==> config.mk <==
export PLATFORM = sky130hd
export DESIGN_NAME = irq_casc_router
export DESIGN_NICKNAME = d
export VERILOG_FILES = /design/src/rtl/irq_casc_pkg.sv /design/src/rtl/irq_line_bank.sv /design/src/rtl/irq_core_steer.sv /design/src/rtl/irq_casc_router.sv
export SDC_FILE = /design/constraint.sdc
export NUM_CORES = 1
export LEC_CHECK = 0
export BUFFER_PORTS_ARGS = -buffer_cell sky130_fd_sc_hd__buf_2
export CAP_MARGIN = 10
export CELL_PAD_IN_SITES_DETAIL_PLACEMENT = 1
export CELL_PAD_IN_SITES_GLOBAL_PLACEMENT = 2
export CORE_AREA = 5 5 179 181
export DETAILED_ROUTE_END_ITERATION = 7
export DIE_AREA = 0 0 184 186
export PLACE_DENSITY = 0.85
export SETUP_SLACK_MARGIN = 0.3
export SLEW_MARGIN = 5
export SYNTH_ARGS = -nofsm -noshare
export SYNTH_HDL_FRONTEND = slang
export SYNTH_SLANG_ARGS = --single-unit
==> constraint.sdc <==
create_clock -name clk -period 2.95 [get_ports clk]
set_input_delay 0.295 -clock clk [delete_from_list [all_inputs] [get_ports clk]]
set_output_delay 0.295 -clock clk [all_outputs]
set_load 0.01 [all_outputs]
==> src/rtl/irq_casc_pkg.sv <==
package irq_casc_pkg;
  typedef enum logic [1:0] {WK_NONE, WK_EN, WK_CLS, WK_ROUTE} wr_kind_e;
  localparam int FIQ_ROUTE_LSB = 8;
endpackage

==> src/rtl/irq_line_bank.sv <==
module irq_line_bank
  import irq_casc_pkg::*;
#(
  parameter int NUM_LINES = 64,
  parameter int DATA_W    = 32,
  parameter int NUM_WORDS = NUM_LINES / DATA_W,
  parameter int WORD_W    = (NUM_WORDS > 1) ? $clog2(NUM_WORDS) : 1,
  parameter int ID_W      = $clog2(NUM_LINES)
) (
  input  logic                 clk,
  input  logic                 rst,
  input  logic [NUM_LINES-1:0] line_i,
  input  wr_kind_e             wr_kind,
  input  logic [WORD_W-1:0]    wr_word,
  input  logic [DATA_W-1:0]    wr_data,
  output logic [NUM_LINES-1:0] en_o,
  output logic [NUM_LINES-1:0] cls_o,
  output logic [NUM_LINES-1:0] pend_o,
  output logic                 irq_o,
  output logic                 fiq_o,
  output logic                 irq_vld_o,
  output logic [ID_W-1:0]      irq_id_o,
  output logic                 fiq_vld_o,
  output logic [ID_W-1:0]      fiq_id_o
);
  logic [NUM_LINES-1:0] en_q, cls_q, irq_pend, fiq_pend;

  function automatic logic [ID_W:0] lowest(input logic [NUM_LINES-1:0] v);
    logic [ID_W:0] r;
    r = '0;
    for (int i = NUM_LINES - 1; i >= 0; i--)
      if (v[i]) r = {1'b1, ID_W'(i)};
    return r;
  endfunction

  always_ff @(posedge clk) begin
    if (rst) begin
      en_q  <= '0;
      cls_q <= '0;
    end else begin
      for (int w = 0; w < NUM_WORDS; w++) begin
        if (wr_kind == WK_EN && wr_word == WORD_W'(w))
          en_q[w*DATA_W +: DATA_W] <= wr_data;
        if (wr_kind == WK_CLS && wr_word == WORD_W'(w))
          cls_q[w*DATA_W +: DATA_W] <= wr_data;
      end
    end
  end

  always_comb begin
    pend_o   = line_i & en_q;
    irq_pend = pend_o & ~cls_q;
    fiq_pend = pend_o & cls_q;
    irq_o    = |irq_pend;
    fiq_o    = |fiq_pend;
    {irq_vld_o, irq_id_o} = lowest(irq_pend);
    {fiq_vld_o, fiq_id_o} = lowest(fiq_pend);
  end

  assign en_o  = en_q;
  assign cls_o = cls_q;

  assert_irq_id_src_R8: assert property (@(posedge clk) disable iff (rst)
    irq_vld_o |-> (pend_o[irq_id_o] && !cls_q[irq_id_o]));
  assert_irq_id_lowest_R8: assert property (@(posedge clk) disable iff (rst)
    irq_vld_o |-> ((irq_pend & ~({NUM_LINES{1'b1}} << irq_id_o)) == '0));
  assert_fiq_id_src_R8: assert property (@(posedge clk) disable iff (rst)
    fiq_vld_o |-> (pend_o[fiq_id_o] && cls_q[fiq_id_o]));
  assert_class_split_R4: assert property (@(posedge clk) disable iff (rst)
    !(irq_vld_o && fiq_vld_o && irq_id_o == fiq_id_o));
endmodule

==> src/rtl/irq_core_steer.sv <==
module irq_core_steer #(
  parameter int NUM_CORES = 4,
  parameter int LOCAL_W   = 2,
  parameter int CORE_W    = $clog2(NUM_CORES),
  parameter int PW        = 2 + LOCAL_W
) (
  input  logic                         clk,
  input  logic                         rst,
  input  logic                         irq_in,
  input  logic                         fiq_in,
  input  logic [NUM_CORES*LOCAL_W-1:0] local_i,
  input  logic                         route_we,
  input  logic [CORE_W-1:0]            route_irq_d,
  input  logic [CORE_W-1:0]            route_fiq_d,
  output logic [CORE_W-1:0]            route_irq_o,
  output logic [CORE_W-1:0]            route_fiq_o,
  output logic [NUM_CORES*PW-1:0]      core_pend_o,
  output logic [NUM_CORES-1:0]         core_irq_o,
  output logic [NUM_CORES-1:0]         core_fiq_o
);
  logic [CORE_W-1:0]    route_irq_q, route_fiq_q;
  logic [NUM_CORES-1:0] irq_next, fiq_next;

  always_comb begin
    for (int c = 0; c < NUM_CORES; c++) begin
      fiq_next[c] = fiq_in && (route_fiq_q == CORE_W'(c));
      irq_next[c] = (irq_in && (route_irq_q == CORE_W'(c)))
                    || (|local_i[c*LOCAL_W +: LOCAL_W]);
      core_pend_o[c*PW +: PW] = {local_i[c*LOCAL_W +: LOCAL_W], fiq_next[c],
                                 irq_in && (route_irq_q == CORE_W'(c))};
    end
  end

  always_ff @(posedge clk) begin
    if (rst) begin
      route_irq_q <= '0;
      route_fiq_q <= '0;
      core_irq_o  <= '0;
      core_fiq_o  <= '0;
    end else begin
      if (route_we) begin
        route_irq_q <= route_irq_d;
        route_fiq_q <= route_fiq_d;
      end
      core_irq_o <= irq_next;
      core_fiq_o <= fiq_next;
    end
  end

  assign route_irq_o = route_irq_q;
  assign route_fiq_o = route_fiq_q;

  assert_irq_deliver_R5: assert property (@(posedge clk) disable iff (rst)
    (!$past(rst) && $past(irq_in)) |-> core_irq_o[$past(route_irq_q)]);
  assert_fiq_deliver_R6: assert property (@(posedge clk) disable iff (rst)
    (!$past(rst) && $past(fiq_in)) |-> core_fiq_o[$past(route_fiq_q)]);
  assert_fiq_single_R6: assert property (@(posedge clk) disable iff (rst)
    $onehot0(core_fiq_o));

  for (genvar c = 0; c < NUM_CORES; c++) begin : g_quiet
    assert_core_quiet_R7: assert property (@(posedge clk) disable iff (rst)
      (!$past(rst) && !$past(irq_in) && !(|$past(local_i[c*LOCAL_W +: LOCAL_W])))
      |-> !core_irq_o[c]);
  end
endmodule

==> src/rtl/irq_casc_router.sv <==
module irq_casc_router
  import irq_casc_pkg::*;
#(
  parameter int NUM_LINES = 64,
  parameter int NUM_CORES = 4,
  parameter int LOCAL_W   = 2,
  parameter int DATA_W    = 32,
  parameter int ADDR_W    = 5
) (
  input  logic                         clk,
  input  logic                         rst,
  input  logic [NUM_LINES-1:0]         line_i,
  input  logic [NUM_CORES*LOCAL_W-1:0] local_i,
  input  logic                         wr_en,
  input  logic [ADDR_W-1:0]            addr,
  input  logic [DATA_W-1:0]            wr_data,
  output logic [DATA_W-1:0]            rd_data,
  output logic [NUM_CORES-1:0]         core_irq_o,
  output logic [NUM_CORES-1:0]         core_fiq_o
);
  localparam int NUM_WORDS = NUM_LINES / DATA_W;
  localparam int WORD_W    = (NUM_WORDS > 1) ? $clog2(NUM_WORDS) : 1;
  localparam int ID_W      = $clog2(NUM_LINES);
  localparam int CORE_W    = $clog2(NUM_CORES);
  localparam int PW        = 2 + LOCAL_W;
  localparam int A_EN      = 0;
  localparam int A_CLS     = NUM_WORDS;
  localparam int A_PEND    = 2 * NUM_WORDS;
  localparam int A_IRQID   = 3 * NUM_WORDS;
  localparam int A_FIQID   = A_IRQID + 1;
  localparam int A_ROUTE   = A_IRQID + 2;
  localparam int A_CORE    = A_IRQID + 3;

  wr_kind_e                wr_kind;
  logic [WORD_W-1:0]       wr_word;
  logic [NUM_LINES-1:0]    en, cls, pend;
  logic                    irq_sh, fiq_sh, irq_vld, fiq_vld;
  logic [ID_W-1:0]         irq_id, fiq_id;
  logic [CORE_W-1:0]       route_irq, route_fiq;
  logic [NUM_CORES*PW-1:0] core_pend;
  logic [DATA_W-1:0]       rd_next;

  always_comb begin
    wr_kind = WK_NONE;
    wr_word = '0;
    for (int w = 0; w < NUM_WORDS; w++) begin
      if (wr_en && addr == ADDR_W'(A_EN + w)) begin
        wr_kind = WK_EN;
        wr_word = WORD_W'(w);
      end
      if (wr_en && addr == ADDR_W'(A_CLS + w)) begin
        wr_kind = WK_CLS;
        wr_word = WORD_W'(w);
      end
    end
    if (wr_en && addr == ADDR_W'(A_ROUTE)) wr_kind = WK_ROUTE;
  end

  irq_line_bank #(.NUM_LINES(NUM_LINES), .DATA_W(DATA_W)) u_bank (
    .clk(clk), .rst(rst), .line_i(line_i), .wr_kind(wr_kind), .wr_word(wr_word),
    .wr_data(wr_data), .en_o(en), .cls_o(cls), .pend_o(pend),
    .irq_o(irq_sh), .fiq_o(fiq_sh), .irq_vld_o(irq_vld), .irq_id_o(irq_id),
    .fiq_vld_o(fiq_vld), .fiq_id_o(fiq_id));

  irq_core_steer #(.NUM_CORES(NUM_CORES), .LOCAL_W(LOCAL_W)) u_steer (
    .clk(clk), .rst(rst), .irq_in(irq_sh), .fiq_in(fiq_sh), .local_i(local_i),
    .route_we(wr_kind == WK_ROUTE), .route_irq_d(wr_data[CORE_W-1:0]),
    .route_fiq_d(wr_data[FIQ_ROUTE_LSB +: CORE_W]),
    .route_irq_o(route_irq), .route_fiq_o(route_fiq), .core_pend_o(core_pend),
    .core_irq_o(core_irq_o), .core_fiq_o(core_fiq_o));

  always_comb begin
    rd_next = '0;
    for (int w = 0; w < NUM_WORDS; w++) begin
      if (addr == ADDR_W'(A_EN + w))   rd_next = en[w*DATA_W +: DATA_W];
      if (addr == ADDR_W'(A_CLS + w))  rd_next = cls[w*DATA_W +: DATA_W];
      if (addr == ADDR_W'(A_PEND + w)) rd_next = pend[w*DATA_W +: DATA_W];
    end
    if (addr == ADDR_W'(A_IRQID)) begin
      rd_next[DATA_W-1] = irq_vld;
      rd_next[ID_W-1:0] = irq_id;
    end
    if (addr == ADDR_W'(A_FIQID)) begin
      rd_next[DATA_W-1] = fiq_vld;
      rd_next[ID_W-1:0] = fiq_id;
    end
    if (addr == ADDR_W'(A_ROUTE)) begin
      rd_next[CORE_W-1:0] = route_irq;
      rd_next[FIQ_ROUTE_LSB +: CORE_W] = route_fiq;
    end
    for (int c = 0; c < NUM_CORES; c++)
      if (addr == ADDR_W'(A_CORE + c)) rd_next[PW-1:0] = core_pend[c*PW +: PW];
  end

  always_ff @(posedge clk) begin
    if (rst) rd_data <= '0;
    else     rd_data <= rd_next;
  end

  assert_route_write_R9: assert property (@(posedge clk) disable iff (rst)
    (!$past(rst) && $past(wr_en) && $past(addr) == ADDR_W'(A_ROUTE))
    |-> (route_irq == $past(wr_data[CORE_W-1:0])));
endmodule

== Yosys cells after proc, flatten, opt, wreduce, memory -nomap -nowiden ==
Cells that the tools add are included.

* Bitwise operators: 5
* Mux-type cells: 151
* Reductions and logical operators: 30
* Equal/unequal tests: 21

{| class="wikitable"
|+ Operators by type and width
! cell !! count
|-
| two-way mux 7 bit || 128
|-
| AND 64 bit || 3
|-
| two-way mux 32 bit || 6
|-
| OR reduction 64 bit || 2
|-
| inverter 64 bit || 1
|-
| == test 5 x 4 -> 1 bit, second input constant || 5
|-
| == test 5 x 3 -> 1 bit, second input constant || 4
|-
| logical AND 1 bit || 17
|-
| two-way mux 4 bit || 4
|-
| == test 2 bit, second input constant || 6
|-
| two-way mux 2 bit || 6
|-
| two-way mux 6 bit || 2
|-
| == test 5 x 2 -> 1 bit, second input constant || 2
|-
| OR reduction 2 bit || 4
|-
| == test 2 x 1 -> 1 bit, second input constant || 3
|-
| == test 5 x 1 -> 1 bit, second input constant || 1
|-
| logical NOT 5 bit || 1
|-
| two-way mux 1 bit || 5
|-
| logical NOT 2 bit || 2
|-
| logical OR 1 bit || 4
|-
| inverter 1 bit || 1
|}

* Bits of input ports: 112
* Output and inout port bits: 40
* Register bits: 172
* Logic and storage cells: 216

== Logic depth before layout (Yosys ltp) ==
Gate-level depths: netlist of the first run.

* Word-level depth: 73
* Mapped depth: 10
* Mapped depth without buffers: 8

== Modules after synthesis ==
A second synthesis of the first run with hierarchy kept.

* Cell total of the unflattened synthesis: 1458
* Area, all modules: 10476.3 um^2

{| class="wikitable"
|+ Modules (own cells, without submodules)
! module !! sequential area each (um^2) !! area an instance (um^2) !! instances !! cells each
|-
| irq_line_bank || 2562.5 || 7292.0 || 1 || 1058
|-
| irq_casc_router || 640.6 || 2675.1 || 1 || 350
|-
| irq_core_steer || 240.2 || 509.2 || 1 || 50
|}

== Worst setup path before layout of the first run ==
Ideal clock, no wire load.

* Path kind: register -> register
* Start: register u_bank.cls_q[11] (netlist: u_bank.cls_o[11])
* End: register u_steer.core_irq_o[0]
* Arrival: 2.269 ns
* Setup slack: 0.553 ns
* Setup time: 0.128 ns
* Period minus slack after synthesis: 2.397 ns
* Required time: 2.822 ns
* Stages on the path, launching flop included: 9
* Buffers on the path: 0
* Cell sequence: dfxtp_1 -> and3b_1 -> or4_4 -> or3_4 -> or2_4 -> nor4_4 -> nor2_2 -> a211oi_1 -> nor2_1

* Word-level cells in the longest chain between the ends: 5

{| class="wikitable"
|+ Ends and longest elaborated chain
! item !! RTL line !! text
|-
| from (decl) || irq_line_bank.sv:26 || <nowiki>logic [NUM_LINES-1:0] en_q, cls_q, irq_pend, fiq_pend;</nowiki>
|-
| from (signal, indexed assignment) || irq_line_bank.sv:45 || <nowiki>cls_q[w*DATA_W +: DATA_W] <= wr_data;</nowiki>
|-
| inverter 64 bit || irq_line_bank.sv:52 || <nowiki>irq_pend = pend_o & ~cls_q;</nowiki>
|-
| AND 64 bit || irq_line_bank.sv:52 ||
|-
| OR reduction 64 bit || irq_line_bank.sv:54 || <nowiki>irq_o = |irq_pend;</nowiki>
|-
| logical AND 1 bit || irq_core_steer.sv:27 || <nowiki>irq_next[c] = (irq_in && (route_irq_q == CORE_W'(c)))</nowiki>
|-
| logical OR 1 bit || irq_core_steer.sv:28 || <nowiki>|| (|local_i[c*LOCAL_W +: LOCAL_W]);</nowiki>
|-
| to (signal assigned) || irq_core_steer.sv:45 || <nowiki>core_irq_o <= irq_next;</nowiki>
|-
| to (decl) || irq_core_steer.sv:18 || <nowiki>output logic [NUM_CORES-1:0] core_irq_o,</nowiki>
|}

Every way passes these cells.
A chain may end at the register's enable or synchronous reset.

== Final worst setup path of the first run ==
* Start: register u_bank.en_q[11] (netlist: u_bank.en_o[11])
* End: register rd_data[0]

* Word-level cells in the longest chain between the ends: 21
* Elaborated cells on any way between the ends: 39
* Classes of those cells: mux: 31; bitwise: 3; reduce/logical: 5

{| class="wikitable"
|+ Ends and longest elaborated chain
! item !! RTL line !! text
|-
| from (decl) || irq_line_bank.sv:26 ||
|-
| from (signal, indexed assignment) || irq_line_bank.sv:43 || <nowiki>en_q[w*DATA_W +: DATA_W] <= wr_data;</nowiki>
|-
| AND 64 bit * || irq_line_bank.sv:51 || <nowiki>pend_o = line_i & en_q;</nowiki>
|-
| AND 64 bit || irq_line_bank.sv:52 ||
|-
| two-way mux 7 bit (12 in a row) || irq_line_bank.sv:32 || <nowiki>if (v[i]) r = {1'b1, ID_W'(i)};</nowiki>
|-
| two-way mux 6 bit || irq_casc_router.sv:79 || <nowiki>if (addr == ADDR_W'(A_IRQID)) begin</nowiki>
|-
| two-way mux 6 bit || irq_casc_router.sv:83 || <nowiki>if (addr == ADDR_W'(A_FIQID)) begin</nowiki>
|-
| two-way mux 2 bit || irq_casc_router.sv:87 || <nowiki>if (addr == ADDR_W'(A_ROUTE)) begin</nowiki>
|-
| two-way mux 4 bit (3 in a row) || irq_casc_router.sv:92 || <nowiki>if (addr == ADDR_W'(A_CORE + c)) rd_next[PW-1:0] = core_pend[c*PW +: PW];</nowiki>
|-
| two-way mux 4 bit * || irq_casc_router.sv:92 ||
|-
| to (signal assigned) || irq_casc_router.sv:97 || <nowiki>else rd_data <= rd_next;</nowiki>
|-
| to (decl) || irq_casc_router.sv:17 || <nowiki>output logic [DATA_W-1:0] rd_data,</nowiki>
|}

Every way passes the cells marked *; elsewhere a longest branch is shown, timed or not.

==> impl_metrics.xml, run 1 <==
<?xml version="1.0" encoding="UTF-8"?>
<metrics>
  <group name="place">
    <metric name="io_buffers" unit="">151</metric>
    <metric name="hpwl" unit="µm">34000</metric>
    <metric name="post-place-ws" unit="ns">0.235</metric>
    <metric name="globalplace.congestion" unit="">0.958</metric>
  </group>
  <group name="yosys">
    <metric name="post_synth_and_or_nand_nor_area_fraction" unit="">0.338</metric>
    <metric name="syn-instance-count" unit="">1336</metric>
    <metric name="sequential_share_of_the_synthesized_area" unit="">0.363</metric>
    <metric name="synth_fp_nets" unit="">1448</metric>
    <metric name="post_synthesis_instance_area" unit="mm²">0.00949</metric>
    <metric name="synth_top_family_by_area" unit="">simple AND/OR/NAND/NOR gates</metric>
    <metric name="synth_area_per_cell" unit="µm²">7.10</metric>
    <metric name="ys_async_sr_fraction" unit="">0</metric>
    <metric name="synthAdderAreaFrac" unit="">0</metric>
    <metric name="synthDistinctLibCells" unit="">62</metric>
    <metric name="synth_compound_gate_area_share" unit="">0.267</metric>
    <metric name="synth-xor-area-share" unit="">0</metric>
    <metric name="yosysWarnings" unit="">0</metric>
    <metric name="flip_flop_cell_with_the_highest_count_after_synthesis" unit="">sky130_fd_sc_hd__dfxtp_1</metric>
    <metric name="synth-edff-count" unit="">0</metric>
    <metric name="mux_cell_area_share_after_synthesis" unit="">0.00237</metric>
    <metric name="synth.ff_latch_count" unit="">172</metric>
  </group>
  <group name="sta">
    <metric name="timing.final.max_slew_violations" unit="">0</metric>
    <metric name="fin_crit_sh" unit="">0.863</metric>
    <metric name="max_freq" unit="GHz">0.393</metric>
    <metric name="rsz0062_at_grt" unit="">true</metric>
    <metric name="finalSetupViolCount" unit="">0</metric>
    <metric name="max-slew-margin-rel" unit="">0.517</metric>
    <metric name="worst_slack" unit="ns">0.405</metric>
    <metric name="post-route-min-period" unit="ns">2.55</metric>
    <metric name="setup_tns" unit="ns">0</metric>
    <metric name="post_route_hold_slack" unit="ns">0.0910</metric>
    <metric name="finalHoldViolCount" unit="">0</metric>
    <metric name="worstMarginPinSlew" unit="ns">0.718</metric>
    <metric name="clock-skew-final" unit="ns">0.0173</metric>
  </group>
  <group name="setup_path">
    <metric name="cpMaxStageDelayCell" unit="">sky130_fd_sc_hd__or4_4</metric>
    <metric name="timing.critical_path.cells" unit="">and3b_1 &gt; or4_4 &gt; or3_4 &gt; or2_4 &gt; nor4_4 &gt; buf_4 &gt; nor3b_2 &gt; a211oi_2 &gt; a21oi_1</metric>
    <metric name="crit_path_end_kind" unit="">flop</metric>
    <metric name="cp.required" unit="ns">3.27</metric>
    <metric name="critical_path.top_delay_family" unit="">simple AND/OR/NAND/NOR gates</metric>
    <metric name="crit_buf_inv" unit="">1</metric>
    <metric name="worst_path_largest_cell_delay" unit="ns">0.56</metric>
    <metric name="timing.critical_path.arrival" unit="ns">2.86</metric>
    <metric name="setup.worst_path.class" unit="">reg2reg</metric>
    <metric name="worstSetupStartpointType" unit="">flop</metric>
    <metric name="worstPathMaxFanout" unit="">5</metric>
  </group>
  <group name="drt">
    <metric name="vias_per_cell" unit="">5.95</metric>
    <metric name="maxUsedRoutingLayer" unit="">met5</metric>
    <metric name="wl_met2" unit="µm">21300</metric>
    <metric name="drt.antenna.violating_nets" unit="">0</metric>
    <metric name="detailroute.via_count" unit="">11300</metric>
    <metric name="route.detailed.wl_per_inst" unit="µm">24.0</metric>
    <metric name="drcViolationCount" unit="">0</metric>
    <metric name="drt_iter0_drc" unit="">1010</metric>
    <metric name="drt-total-wl" unit="µm">45600</metric>
    <metric name="detailed_router_iteration_count_before_antenna_repair" unit="">7</metric>
    <metric name="wl_met1" unit="µm">20300</metric>
    <metric name="met3WireLength" unit="µm">3070</metric>
  </group>
  <group name="floorplan">
    <metric name="coreArea" unit="mm²">0.0303</metric>
    <metric name="starting_density_of_the_core" unit="">0.313</metric>
    <metric name="ios" unit="">152</metric>
    <metric name="fp.dieW" unit="µm">184</metric>
    <metric name="fp-row-count" unit="">64</metric>
    <metric name="die_h" unit="µm">186</metric>
    <metric name="full_die_area" unit="mm²">0.0342</metric>
  </group>
  <group name="power_and_ir_drop">
    <metric name="fin_total_pwr" unit="mW">5.20</metric>
    <metric name="sequentialPowerShare" unit="">0.454</metric>
    <metric name="internal_power" unit="mW">3.86</metric>
    <metric name="p_leak" unit="nW">4.49</metric>
    <metric name="power.clock.fraction" unit="">0.470</metric>
    <metric name="max-vdd-ir-drop" unit="mV">0.391</metric>
    <metric name="power.density" unit="mW/mm²">446</metric>
    <metric name="switching_power" unit="mW">1.34</metric>
    <metric name="power_switching_share" unit="">0.257</metric>
    <metric name="pwr-share-comb" unit="">0.076</metric>
  </group>
  <group name="layout">
    <metric name="layout.area.seq" unit="mm²">0.00345</metric>
    <metric name="antenna-diode-count" unit="">0</metric>
    <metric name="post_route_cells_drive_above_1_share" unit="">0.182</metric>
    <metric name="filler_cell_count" unit="">3829</metric>
    <metric name="finish.net_count" unit="">1604</metric>
    <metric name="syn2layout_area_growth" unit="%">22.9</metric>
    <metric name="multi_input_comb_area" unit="mm²">0.00585</metric>
  </group>
  <group name="clocking">
    <metric name="clk_latency_worst_skew_pair" unit="ns">0.45</metric>
    <metric name="tritoncts_num_sinks" unit="">172</metric>
    <metric name="cts_max_level" unit="">4</metric>
    <metric name="cts_max_path_buffers" unit="">2</metric>
    <metric name="clock_root_cell" unit="">sky130_fd_sc_hd__clkbuf_16</metric>
    <metric name="clk_transition_reported_paths" unit="ns">0.08</metric>
    <metric name="tritoncts" unit="">done</metric>
    <metric name="cts_buffer_count" unit="">17</metric>
  </group>
  <group name="global_route">
    <metric name="via_count_of_the_first_global_routing_pass" unit="">11100</metric>
    <metric name="global_route_wire_length_before_repair" unit="µm">67400</metric>
    <metric name="grt_use_total" unit="">0.258</metric>
    <metric name="sum_of_overflow_across_all_layers_after_global_routing" unit="">0</metric>
    <metric name="antenna_found_initial" unit="">2</metric>
    <metric name="pin_count_of_the_biggest_net_entering_global_routing" unit="">83</metric>
  </group>
  <group name="status">
    <metric name="outcome" unit="">finished clean</metric>
  </group>
  <group name="worst_hold_path">
    <metric name="hold_class" unit="">in2reg</metric>
  </group>
  <group name="job">
    <metric name="drv.max_cap_violation_count" unit="">0</metric>
  </group>
</metrics>
==> sequential cells by signal, indices dropped and copies added (netlist names) <==
signal               flops
rd_data                 32
u_bank.cls_o            64
u_bank.en_o             64
u_steer.core_fiq_o       4
u_steer.core_irq_o       4
u_steer.route_fiq_o      2
u_steer.route_irq_o      2
==> synth_stat cells (18+ instances only) <==
cell | number | area, µm²
sky130_fd_sc_hd__a21oi_1 | 180 | 901
sky130_fd_sc_hd__a22oi_1 | 28 | 210
sky130_fd_sc_hd__a31oi_1 | 27 | 169
sky130_fd_sc_hd__clkbuf_1 | 66 | 248
sky130_fd_sc_hd__dfxtp_1 | 172 | 3440
sky130_fd_sc_hd__nand2_1 | 344 | 1290
sky130_fd_sc_hd__nand2b_1 | 18 | 113
sky130_fd_sc_hd__nand3_1 | 99 | 495
sky130_fd_sc_hd__nand3b_1 | 38 | 285
sky130_fd_sc_hd__nand4_1 | 24 | 150
sky130_fd_sc_hd__nor2_1 | 67 | 251
sky130_fd_sc_hd__nor3_1 | 18 | 90.1
sky130_fd_sc_hd__o21ai_0 | 53 | 265
==> metal layers <==
layer  global-route usage  up-vias
met5                    0        -
met4               0.0692        4
met3               0.0459       58
met2                0.426      415
met1                0.350     5639
li1                     -     5191
==> logic make-up (layout without fill, tap and decap cells) <==
kind of cell / count (synthesis) / count (layout)
AO/OA/AOI/OAI: 407 / 407
flip-flops: 172 / 172
multiplexers: 1 / 1
AND/OR/NAND/NOR: 680 / 680
buffers and inverters: 76 / 245
==> final timing paths <==
| path | start | to | slack, ns | depth (start not counted) |
|---|---|---|---|---|
| min reg2reg | u_bank.cls_o[61] | u_bank.cls_o[61] | 0.49 | 2 |
| min | local_i[0] | u_steer.core_irq_o[0] | 0.09 | 3 |
| max | u_bank.en_o[11] | rd_data[0] | 0.40 | 9 |
| max reg2reg | u_bank.en_o[11] | rd_data[0] | 0.40 | 9 |
==> placed cells by master, fill, tap and decap left out, types with 16 or more instances in the layout <==
cell type                     n
sky130_fd_sc_hd__a31oi_1     27
sky130_fd_sc_hd__nand3_1     99
sky130_fd_sc_hd__nand2_1    344
sky130_fd_sc_hd__buf_2      150
sky130_fd_sc_hd__nand2b_1    18
sky130_fd_sc_hd__a21oi_1    180
sky130_fd_sc_hd__a22oi_1     28
sky130_fd_sc_hd__clkbuf_16   17
sky130_fd_sc_hd__dfxtp_1    167
sky130_fd_sc_hd__buf_4       51
sky130_fd_sc_hd__nand3b_1    38
sky130_fd_sc_hd__o21ai_0     50
sky130_fd_sc_hd__nand4_1     24
sky130_fd_sc_hd__nor2_1      66
sky130_fd_sc_hd__a221oi_1    16
==> worst min-delay path: cells and delay by family <==
kind / cells / cell delay, ns
AOI/OAI and AO/OA: 1 / 0.04
buffers and inverters: 1 / 0.10
and+or+nand+nor: 1 / 0.07
==> final cells by class <==
type | count | share of cell area
Clock buffer | 20 | 0.0392
Clock inverter | 12 | 0.0140
Inverter | 8 | 0.00258
Multi-Input combinational cell | 1088 | 0.502
Sequential cell | 172 | 0.296
Tap cell | 396 | 0.0425
Timing Repair Buffer | 205 | 0.104
==> per-stage QoR <==
step	util	cells	instance area [µm²]
floorplan	-	1336	9490
global placement	0.359	1855	10900
detailed placement	0.359	1855	10900
CTS	0.382	1895	11600
global route	0.385	1901	11700
finish	0.385	1901	11700
==> what timing repair did <==
item                                   CTS  global route
endpoints found under the hold margin    0             0
setup endpoints to repair                3             4
hold buffers                             0             0
setup buffers                            8             6
cloned                                   0             0
resized for setup                        9            14
pin swaps                                5            10
==> power by group through the flow <==
stage	combinational (mW)	sequential [mW]	clock, mW
4_1_cts	0.388	2.36	2.47
3_3_place_gp	0.377	2.41	0
5_1_grt	0.422	2.36	2.58
2_1_floorplan	0.148	2.41	0
6_report	0.397	2.36	2.44
3_5_place_dp	0.380	2.41	0
Note: power is estimated with default switching activity, not from simulation.
==> run 2, diff against run 1 <==
Settings changed: ABC_AREA set to 1, CORE_AREA 5 5 179 181 to 5 5 186 188, DIE_AREA 0 0 184 186 to 0 0 191 193, PLACE_DENSITY 0.85 to 0.86, REMOVE_ABC_BUFFERS set to 1.
==> impl_metrics.xml, run 2 <==
<?xml version="1.0" encoding="UTF-8"?>
<metrics>
  <group name="floorplan">
    <metric name="fp-row-count" unit="">67</metric>
    <metric name="ios" unit="">152</metric>
    <metric name="coreArea" unit="mm²">0.0329</metric>
    <metric name="fp.dieW" unit="µm">191</metric>
    <metric name="starting_density_of_the_core" unit="">0.294</metric>
    <metric name="die_h" unit="µm">193</metric>
    <metric name="full_die_area" unit="mm²">0.0369</metric>
  </group>
  <group name="worst_hold_path">
    <metric name="holdPathEnd" unit="">u_steer.core_irq_o[1]</metric>
    <metric name="hold_class" unit="">in2reg</metric>
    <metric name="holdCritStartpoint" unit="">local_i[3]</metric>
    <metric name="holdPathStages" unit="">3</metric>
  </group>
  <group name="layout">
    <metric name="final-instance-count-excl-fill" unit="">2286</metric>
    <metric name="syn2layout_area_growth" unit="%">29.2</metric>
    <metric name="finalInstanceArea" unit="mm²">0.0125</metric>
    <metric name="mostFrequentLayoutCells" unit="">400 x sky130_fd_sc_hd__nand2_1, 247 x sky130_fd_sc_hd__inv_1, 225 x sky130_fd_sc_hd__nor2_1</metric>
    <metric name="layout.cells.most_common" unit="">sky130_fd_sc_hd__nand2_1</metric>
    <metric name="finish.net_count" unit="">1937</metric>
    <metric name="antenna-diode-count" unit="">0</metric>
    <metric name="post_route_cells_drive_above_1_share" unit="">0.200</metric>
  </group>
  <group name="sta">
    <metric name="timing.final.max_slew_violations" unit="">0</metric>
    <metric name="max_freq" unit="GHz">0.227</metric>
    <metric name="post-route-min-period" unit="ns">4.40</metric>
    <metric name="rsz0062_at_grt" unit="">true</metric>
    <metric name="worst_slack" unit="ns">-1.45</metric>
    <metric name="finalHoldViolCount" unit="">0</metric>
    <metric name="finalSetupViolCount" unit="">2</metric>
    <metric name="max-slew-margin-rel" unit="">0.502</metric>
    <metric name="worstMarginPinSlew" unit="ns">0.745</metric>
    <metric name="clock-skew-final" unit="ns">0.00952</metric>
    <metric name="post_route_hold_slack" unit="ns">0.0903</metric>
    <metric name="fin_crit_sh" unit="">1.49</metric>
  </group>
  <group name="power_and_ir_drop">
    <metric name="power.density" unit="mW/mm²">418</metric>
    <metric name="max-vdd-ir-drop" unit="mV">0.386</metric>
    <metric name="p_leak" unit="nW">6.10</metric>
    <metric name="fin_total_pwr" unit="mW">5.23</metric>
  </group>
  <group name="global_route">
    <metric name="grt.met3_usage" unit="">0.0340</metric>
    <metric name="gr-usage-met2" unit="">0.365</metric>
    <metric name="grt_use_total" unit="">0.222</metric>
    <metric name="top_usage_layer" unit="">met2</metric>
    <metric name="antenna_found_initial" unit="">0</metric>
    <metric name="pin_count_of_the_biggest_net_entering_global_routing" unit="">68</metric>
    <metric name="use_met1" unit="">0.300</metric>
    <metric name="global_route_wire_length_before_repair" unit="µm">63000</metric>
    <metric name="sum_of_overflow_across_all_layers_after_global_routing" unit="">0</metric>
    <metric name="via_count_of_the_first_global_routing_pass" unit="">11300</metric>
  </group>
  <group name="setup_path">
    <metric name="worst_path_largest_cell_delay" unit="ns">0.36</metric>
    <metric name="timing.critical_path.mode_cell" unit="">sky130_fd_sc_hd__nand2_1</metric>
    <metric name="cp.required" unit="ns">3.30</metric>
    <metric name="r2r_setup_slack" unit="ns">-1.45</metric>
    <metric name="worstSetupStartpointType" unit="">flop</metric>
    <metric name="setup.worst_path.class" unit="">reg2reg</metric>
    <metric name="worst-r2r-cell-count" unit="">69</metric>
    <metric name="worstPathMaxFanout" unit="">3</metric>
    <metric name="timing.critical_path.arrival" unit="ns">4.75</metric>
    <metric name="worst_r2r_startpoint" unit="">u_bank.en_o[62]</metric>
    <metric name="cpMaxStageDelayCell" unit="">sky130_fd_sc_hd__dfxtp_2</metric>
    <metric name="reg2reg_to" unit="">rd_data[0]</metric>
    <metric name="crit_path_end_kind" unit="">flop</metric>
  </group>
  <group name="yosys">
    <metric name="yosysMostFrequentCell" unit="">sky130_fd_sc_hd__nand2_1</metric>
    <metric name="synth.ff_latch_count" unit="">172</metric>
    <metric name="post_synthesis_instance_area" unit="mm²">0.00967</metric>
    <metric name="syn-instance-count" unit="">1598</metric>
    <metric name="synth_area_per_cell" unit="µm²">6.05</metric>
    <metric name="ys_async_sr_fraction" unit="">0</metric>
    <metric name="flip_flop_cell_with_the_highest_count_after_synthesis" unit="">sky130_fd_sc_hd__dfxtp_1</metric>
    <metric name="largest_cells_by_area_after_synthesis" unit="">sky130_fd_sc_hd__dfxtp_1 36%, sky130_fd_sc_hd__nand2_1 16%, sky130_fd_sc_hd__inv_1 9.7%</metric>
    <metric name="yosys-top-cells-count" unit="">408 x sky130_fd_sc_hd__nand2_1, 251 x sky130_fd_sc_hd__inv_1, 238 x sky130_fd_sc_hd__nor2_1, 172 x sky130_fd_sc_hd__dfxtp_1, 145 x sky130_fd_sc_hd__o21ai_0</metric>
    <metric name="synth_top_cell_area_share" unit="">0.356</metric>
    <metric name="synth-edff-count" unit="">0</metric>
    <metric name="yosysWarnings" unit="">0</metric>
    <metric name="synthDistinctLibCells" unit="">32</metric>
    <metric name="sequential_share_of_the_synthesized_area" unit="">0.356</metric>
    <metric name="netlist.top_cell.by_area" unit="">sky130_fd_sc_hd__dfxtp_1</metric>
  </group>
  <group name="clocking">
    <metric name="cts_max_level" unit="">4</metric>
    <metric name="clk_latency_worst_skew_pair" unit="ns">0.46</metric>
    <metric name="tritoncts" unit="">done</metric>
    <metric name="cts_max_path_buffers" unit="">2</metric>
    <metric name="tritoncts_num_sinks" unit="">172</metric>
    <metric name="cts_buffer_count" unit="">17</metric>
    <metric name="clock_root_cell" unit="">sky130_fd_sc_hd__clkbuf_16</metric>
    <metric name="clk_transition_reported_paths" unit="ns">0.07</metric>
  </group>
  <group name="status">
    <metric name="outcome" unit="">finished with violations</metric>
    <metric name="failed_checks" unit="">setup timing</metric>
  </group>
  <group name="drt">
    <metric name="drt_iter0_drc" unit="">591</metric>
    <metric name="drcViolationCount" unit="">0</metric>
    <metric name="drt.antenna.violating_nets" unit="">0</metric>
    <metric name="drt-total-wl" unit="µm">41300</metric>
    <metric name="route.detailed.wl_per_inst" unit="µm">18.1</metric>
    <metric name="detailed_router_iteration_count_before_antenna_repair" unit="">5</metric>
    <metric name="detailroute.via_count" unit="">11200</metric>
    <metric name="vias_per_cell" unit="">4.89</metric>
  </group>
  <group name="place">
    <metric name="globalplace.congestion" unit="">0.892</metric>
    <metric name="dpl_cell_area" unit="mm²">0.0116</metric>
    <metric name="post-place-cells" unit="">2251</metric>
    <metric name="io_buffers" unit="">151</metric>
    <metric name="hpwl" unit="µm">31600</metric>
  </group>
  <group name="job">
    <metric name="drv.max_cap_violation_count" unit="">0</metric>
  </group>
</metrics>
## run 2: cell types whose count changed after synthesis, sizes merged, moves of 11 or more
cell and change:
a21oi -47, a22oi -28, a31oi -17, and3 -15, and3b -11, inv +245
nand2 +65, nand2b -18, nand3 -29, nand3b -38, nand4 -16, nor2 +170
o21ai +92, o221ai +17
## run 2: critical path, delay by kind of cell, from the launching register on
family	cells	cell delay, ns
and+or+nand+nor	68	3.91
DFF	1	0.36
buffers and inverters	1	0.04
## run 2: area by class of cell
type                       count  area, µm²
tap                          448        561
clock buffer                  20        457
timing repair buffer         272       1680
fill                        4402      20500
inverter                     255        958
sequential                   172       3460
multi-input combinational   1107       5240
clock inverter                12        138
## run 2: kinds of logic (layout without fill, tap and decap cells)
| kind of cell | Yosys count | in the layout | synth area share |
|---|---|---|---|
| and+or+nand+nor | 747 | 747 | 0.308 |
| buffers and inverters | 319 | 559 | 0.126 |
| AOI/OAI and AO/OA | 360 | 360 | 0.210 |
| DFF | 172 | 172 | 0.356 |
## run 2: how the worst max path moves through the flow
| stage | startpoint | endpoint | slack, ns | cells after the start |
|---|---|---|---|---|
| after global routing | u_bank.cls_o[62] | rd_data[0] | -2.15 | 70 |
| after detailed placement | line_i[63] | rd_data[0] | -1.53 | 71 |
| final | u_bank.en_o[62] | rd_data[0] | -1.45 | 69 |
| after floorplan | addr[4] | u_bank.cls_o[0] | -0.64 | 6 |
| after global placement | line_i[63] | rd_data[0] | -1.46 | 71 |
| after CTS | u_bank.cls_o[62] | rd_data[0] | -1.45 | 69 |
## run 2: where the power goes
group,switching (mW),internal (mW)
Clock,1.06,1.30
Sequential,0.0183,2.35
Combinational,0.322,0.177
## run 2: per-layer routing
metal	up-vias	wire, µm
met5	-	0
met4	0	1000
met3	54	1610
met2	243	19100
met1	5317	19500
li1	5563	-
## run 2: timing repair
item	CTS	global route
pin swaps	1	24
buffers inserted	2	1
resized for setup	6	66
hold buffers	0	0
setup endpoints to repair	6	8
## run 2: per-stage QoR
step                      utilization  setup WS [ns]  TNS (ns)
after floorplan                     -         -0.635    -18.89
after global placement          0.353          -1.46     -2.51
after detailed placement        0.353          -1.53     -2.57
after CTS                       0.372          -1.45     -2.32
after global routing            0.379          -2.15     -3.32
final                           0.379          -1.45     -2.11
